$ cat src/rtl/rnd_poll_pkg.sv
package rnd_poll_pkg;

  // Two-state fill tracker: either waiting on the provider or holding a word.
  typedef enum logic {
    FILL_WAIT = 1'b0,
    FILL_FULL = 1'b1
  } fill_state_e;

endpackage

$ cat src/rtl/rnd_fetch_ctrl.sv
module rnd_fetch_ctrl
  import rnd_poll_pkg::*;
(
  input  logic clk,
  input  logic rst_n,
  input  logic ack_i,
  input  logic consume_i,
  output logic req_o,
  output logic valid_o,
  output logic load_o
);

  fill_state_e state_q, state_d;

  // next-state logic
  always_comb begin
    state_d = state_q;
    load_o  = 1'b0;
    unique case (state_q)
      FILL_WAIT: begin
        if (ack_i) begin
          state_d = FILL_FULL;
          load_o  = 1'b1;
        end
      end
      FILL_FULL: begin
        if (consume_i) begin
          state_d = FILL_WAIT;
        end
      end
      default: state_d = FILL_WAIT;
    endcase
  end

  // state register; reset leaves the block asking for data
  always_ff @(posedge clk or negedge rst_n) begin
    if (!rst_n) begin
      state_q <= FILL_WAIT;
    end else begin
      state_q <= state_d;
    end
  end

  assign req_o   = (state_q == FILL_WAIT);
  assign valid_o = (state_q == FILL_FULL);

endmodule

$ cat src/rtl/rnd_word_hold.sv
module rnd_word_hold #(
  parameter int DATA_W = 32
) (
  input  logic              clk,
  input  logic              rst_n,
  input  logic              load_i,
  input  logic [DATA_W-1:0] word_i,
  output logic [DATA_W-1:0] word_o
);

  logic [DATA_W-1:0] word_q, word_d;

  always_comb begin
    word_d = word_q;
    if (load_i) begin
      word_d = word_i;
    end
  end

  always_ff @(posedge clk or negedge rst_n) begin
    if (!rst_n) begin
      word_q <= '0;
    end else begin
      word_q <= word_d;
    end
  end

  assign word_o = word_q;

endmodule

$ cat src/rtl/rnd_read_mux.sv
module rnd_read_mux #(
  parameter int                DATA_W     = 32,
  parameter int                ADDR_W     = 2,
  parameter logic [ADDR_W-1:0] DATA_OFS   = '0,
  parameter logic [ADDR_W-1:0] STATUS_OFS = 1
) (
  input  logic              rd_en_i,
  input  logic [ADDR_W-1:0] rd_addr_i,
  input  logic              valid_i,
  input  logic [DATA_W-1:0] word_i,
  output logic [DATA_W-1:0] rd_data_o,
  output logic              consume_o
);

  logic hit_data, hit_status;

  assign hit_data   = rd_en_i && (rd_addr_i == DATA_OFS);
  assign hit_status = rd_en_i && (rd_addr_i == STATUS_OFS);

  always_comb begin
    rd_data_o = '0;
    if (hit_data && valid_i) begin
      rd_data_o = word_i;
    end else if (hit_status) begin
      rd_data_o[0] = valid_i;
    end
  end

  // only a read that actually returns a word uses it up
  assign consume_o = hit_data && valid_i;

endmodule

$ cat src/rtl/rnd_poll_reg.sv
module rnd_poll_reg #(
  parameter int                DATA_W     = 32,
  parameter int                ADDR_W     = 2,
  parameter logic [ADDR_W-1:0] DATA_OFS   = '0,
  parameter logic [ADDR_W-1:0] STATUS_OFS = 1
) (
  input  logic              clk,
  input  logic              rst_n,
  input  logic              rd_en,
  input  logic [ADDR_W-1:0] rd_addr,
  output logic [DATA_W-1:0] rd_data,
  output logic              ent_req,
  input  logic              ent_ack,
  input  logic [DATA_W-1:0] ent_word
);

  logic              fill_valid;
  logic              fill_load;
  logic              consume;
  logic [DATA_W-1:0] held_word;

  rnd_fetch_ctrl u_ctrl (
    .clk       (clk),
    .rst_n     (rst_n),
    .ack_i     (ent_ack),
    .consume_i (consume),
    .req_o     (ent_req),
    .valid_o   (fill_valid),
    .load_o    (fill_load)
  );

  rnd_word_hold #(.DATA_W(DATA_W)) u_hold (
    .clk    (clk),
    .rst_n  (rst_n),
    .load_i (fill_load),
    .word_i (ent_word),
    .word_o (held_word)
  );

  rnd_read_mux #(
    .DATA_W     (DATA_W),
    .ADDR_W     (ADDR_W),
    .DATA_OFS   (DATA_OFS),
    .STATUS_OFS (STATUS_OFS)
  ) u_mux (
    .rd_en_i   (rd_en),
    .rd_addr_i (rd_addr),
    .valid_i   (fill_valid),
    .word_i    (held_word),
    .rd_data_o (rd_data),
    .consume_o (consume)
  );

endmodule

$ cat config.mk
export PLATFORM = sky130hd
export DESIGN_NAME = rnd_poll_reg
export DESIGN_NICKNAME = d
export VERILOG_FILES = /design/src/rtl/rnd_poll_pkg.sv /design/src/rtl/rnd_fetch_ctrl.sv /design/src/rtl/rnd_word_hold.sv /design/src/rtl/rnd_read_mux.sv /design/src/rtl/rnd_poll_reg.sv
export SDC_FILE = /design/constraint.sdc
export NUM_CORES = 1
export LEC_CHECK = 0
export BUFFER_PORTS_ARGS = -buffer_cell sky130_fd_sc_hd__buf_2
export CORE_MARGIN = 4
export CORE_UTILIZATION = 42
export DETAILED_ROUTE_END_ITERATION = 8
export PLACE_DENSITY = 0.75
export SLEW_MARGIN = 20
export SYNTH_ARGS = -nofsm -noshare
export SYNTH_HDL_FRONTEND = slang
export SYNTH_SLANG_ARGS = --single-unit
$ cat constraint.sdc
create_clock -name clk -period 1.3 [get_ports clk]
set_input_delay 0.195 -clock clk [delete_from_list [all_inputs] [get_ports clk]]
set_output_delay 0.195 -clock clk [all_outputs]
set_load 0.005 [all_outputs]
==> impl_summary.md <==
Status
The flow ran to the end, but the final reports show violations. The checks that failed: setup timing.

Detailed routing
Across all layers, the routed design uses 1098 vias. After detailed routing, the number of remaining DRC violations is 0. Dividing the detail-routed via count by the number of cells gives 4.54. The residual antenna-violating net count after detailed routing is 0. The sum of routed wire length over all layers is 3590 um. The initial DRC count is 10.

The first detailed-routing pass ran for 4 iterations. The mean routed wirelength per cell is 14.9 um.

Power and ir drop
Of the total power, the clock network draws 0.247. The share of total power dissipated in combinational logic is 0.260. The total internal power is around 2.3 mW. In this run the power spent charging and discharging nets is ~0.7 mW. Of the total power, registers draw 0.492. The power per standard cell area is 1290 nW/um^2. Of the total power, the share spent switching nets is 0.229. The reported leakage power is 1.21 nW.

VDD sags by at most just under 800 uV.

Floorplanning
The number of primary I/O pins is between 70 and 80. The width of the die is 70.0 um. The floorplan step defined a die boundary enclosing between 4000 and 5000 um^2. The vertical die dimension is 70.0 um. In this run the standard cell core region covers 3690 um^2. The number of rows created at floorplan is 22. The starting density of the core is 0.438.

Global route
The largest net degree at the start of global routing is 34. The number of antenna violations at the first check in global routing is 0. The via count of the first global-routing pass was 1223.

After global routing the overflow that remains totals 0. The first global-routing pass estimated 5770 um of wire. Across every metal layer, demand over resource in global routing totals 0.149.

Cells and area
After the flow finishes, the layout carries non-filler instances totaling 242. The share of layout cells above drive strength 1 is 0.649. The commonest non-fill, non-tap cell in the layout is sky130_fd_sc_hd__buf_2.

In the final design database the tool counted 232 nets. The post-synthesis to final-layout area growth is 43.1%. 0 antenna diodes ended up in the layout.

The number of filler instances in the final layout is between 200 and 300. The final standard cell utilization of the core is 0.627. In the layout the commonest cells are sky130_fd_sc_hd__buf_2, sky130_fd_sc_hd__dfrtp_1, sky130_fd_sc_hd__mux2_4.

Worst setup path
Setup slack on the worst reg-to-reg path comes out at -0.25 ns. The critical path start-end classification is reg2reg. The endpoint identified for the worst register-to-register timing path is u_hold.word_o[23].

For the worst setup path, the data required time is 1.45 ns. Data arrives at the worst endpoint at 1.70 ns. The category of the worst setup path capture point is a flip-flop.

The start of the worst register-to-register path is u_ctrl.valid_o. Of all nets on the critical path, the largest fanout is 5. The depth of the worst register-to-register path is 6.

The category of the worst setup path launch point is a flip-flop.

Clock network
The tree is rooted in a sky130_fd_sc_hd__clkbuf_8. The later pin in the worst-skew pair is clocked with a latency of 0.27 ns. In this run, CTS created clock tree buffers numbering 5.

The maximum clock insertion buffer count is 2. The H-tree depth is 2. For this design, the sink count on the clock tree is 33.

Clock-pin slew was measured on the worst setup and hold paths at 0.06 ns. The CTS tree is built.

Synth
The net count after synthesis is 148. The Yosys warning count is 0. After synthesis, the netlist uses 14 different library cells. After synthesis the netlist holds a flip-flop and latch count of 33.

The proportion of synthesized chip area in sequential cells is 0.511. The synthesized netlist occupies a cell area of 1620 um^2. The post-synthesis average cell area is 14.7 um^2.

The synthesized instance count is 110. The area fraction of the dominant cell type after synthesis is 0.511. By area the synthesized netlist is led by sky130_fd_sc_hd__dfrtp_1, sky130_fd_sc_hd__mux2_4, sky130_fd_sc_hd__and2_1. Summed over all instances, the cell type with the most area after synthesis is sky130_fd_sc_hd__dfrtp_1.

STA
The clock tree skew after final layout is around 0.0049 ns. Setup repair after global routing could not meet its margin everywhere. The post-route minimum period is around 1.5 ns.

Measured against its own limit, the worst slew margin works out to 0.734. The pin slew with the least headroom to its limit is 0.399 ns. Once routing completed, OpenROAD measured the worst setup slack at -0.245 ns. The number of hold violations in the final report came to 0. The count of endpoints failing setup in the final report is 64.

The ratio of final minimum period to clock period is 1.19. The minimum hold slack is ~0.15 ns. The timing-limited maximum frequency is 647 MHz. The number of slew-limit violations in the final report was 0.

Hold path
The hold path endpoint is u_hold.word_o[18]. The class of the tightest hold or removal check is in2reg. The worst hold path begins at ent_word[18]. The worst hold path passes through 2 cells.

Place
OpenSTA, run right after detailed placement, puts the worst setup slack at -0.0331 ns. The total half-perimeter wirelength after legalization and detailed placement is 2260 um. The count of port buffers added during placement is 70.

The number of placed instances, taps included, is between 200 and 250. The routability congestion estimate is 0.834.

Run
The tool flagged a number of max-cap violations equal to 0.
[critical path, cell delays in order (launching register included)]
cell and delay [ns]:
sky130_fd_sc_hd__dfrtp_1 0.38, sky130_fd_sc_hd__buf_4 0.14, sky130_fd_sc_hd__buf_6 0.12, sky130_fd_sc_hd__nor2b_4 0.19
sky130_fd_sc_hd__buf_12 0.15, sky130_fd_sc_hd__clkbuf_16 0.15, sky130_fd_sc_hd__mux2_4 0.29
[Yosys cell counts, drive strengths merged]
master / number
nor2b: 1
clkbuf: 2
inv: 1
and2: 31
and4bb: 1
mux2: 32
nor2: 3
nor4b: 1
dfrtp: 33
buf: 5
[cell families (layout without fill, tap and decap cells)]
kind of cell / count (synthesis) / count (layout) / synth area share
multiplexers: 32 / 32 / 0.293
buffers and inverters: 8 / 92 / 0.0526
flip-flops: 33 / 33 / 0.511
AND/OR/NAND/NOR: 37 / 37 / 0.144
[worst max-delay path by stage]
stage | start | endpoint | slack (ns) | depth (start not counted)
global route | u_ctrl.valid_o | rd_data[24] | -0.29 | 4
detailed placement | u_ctrl.valid_o | rd_data[23] | -0.03 | 4
CTS | u_ctrl.valid_o | rd_data[23] | -0.23 | 4
finish | u_ctrl.valid_o | u_hold.word_o[23] | -0.25 | 6
global placement | u_ctrl.valid_o | rd_data[16] | -0.001 | 4
floorplan | u_ctrl.valid_o | u_hold.word_o[21] | 0.08 | 4
[power by group through the flow]
stage	clock network, mW	registers, mW	logic (mW)
2_1_floorplan	0	1.43	0.528
3_3_place_gp	0	1.47	0.673
3_5_place_dp	0	1.48	0.692
4_1_cts	0.766	1.47	0.725
5_1_grt	0.819	1.51	0.842
6_report	0.740	1.47	0.779
[per-stage QoR]
| step | TNS, ns | power (mW) | area, um^2 |
|---|---|---|---|
| floorplan | 0 | 1.96 | 1620 |
| global placement | -0.00201 | 2.14 | 2010 |
| detailed placement | -0.605 | 2.17 | 2010 |
| CTS | -7.39 | 2.96 | 2160 |
| global route | -16.35 | 3.17 | 2310 |
| finish | -13.01 | 2.99 | 2310 |
[per-layer routing]
| layer | vias to the layer above | GRT usage | part of all wire |
|---|---|---|---|
| met5 | - | 0 | 0 |
| met1 | 512 | 0.187 | 0.48 |
| met2 | 53 | 0.239 | 0.43 |
| met3 | 2 | 0.0604 | 0.082 |
| li1 | 531 | - | - |
| met4 | 0 | 0.0383 | 0.0022 |
[registers in the layout, summed over array words and instances (netlist names)]
register and cells:
u_ctrl.valid_o 1, u_hold.word_o 32
[timing repair]
action                                  4_1_cts  5_1_grt
hold buffers                                  1        0
endpoints found under the setup margin       32       64
resized for setup                             5        9
buffers inserted                              1        3
hold endpoints to repair                     33        0
pin swaps                                     1        1
gates cloned                                  1        4
[final cells by class]
cell class | count | area (um^2) | share of cell area
flip-flops and latches | 33 | 826 | 0.357
repair buffers | 84 | 602 | 0.260
multi-input cells | 69 | 736 | 0.318
inverters | 1 | 3.75 | 0.00162
well taps | 48 | 60.1 | 0.0260
clock buffers | 7 | 86.3 | 0.0373
No activity file was read; power rests on OpenSTA's default activity.
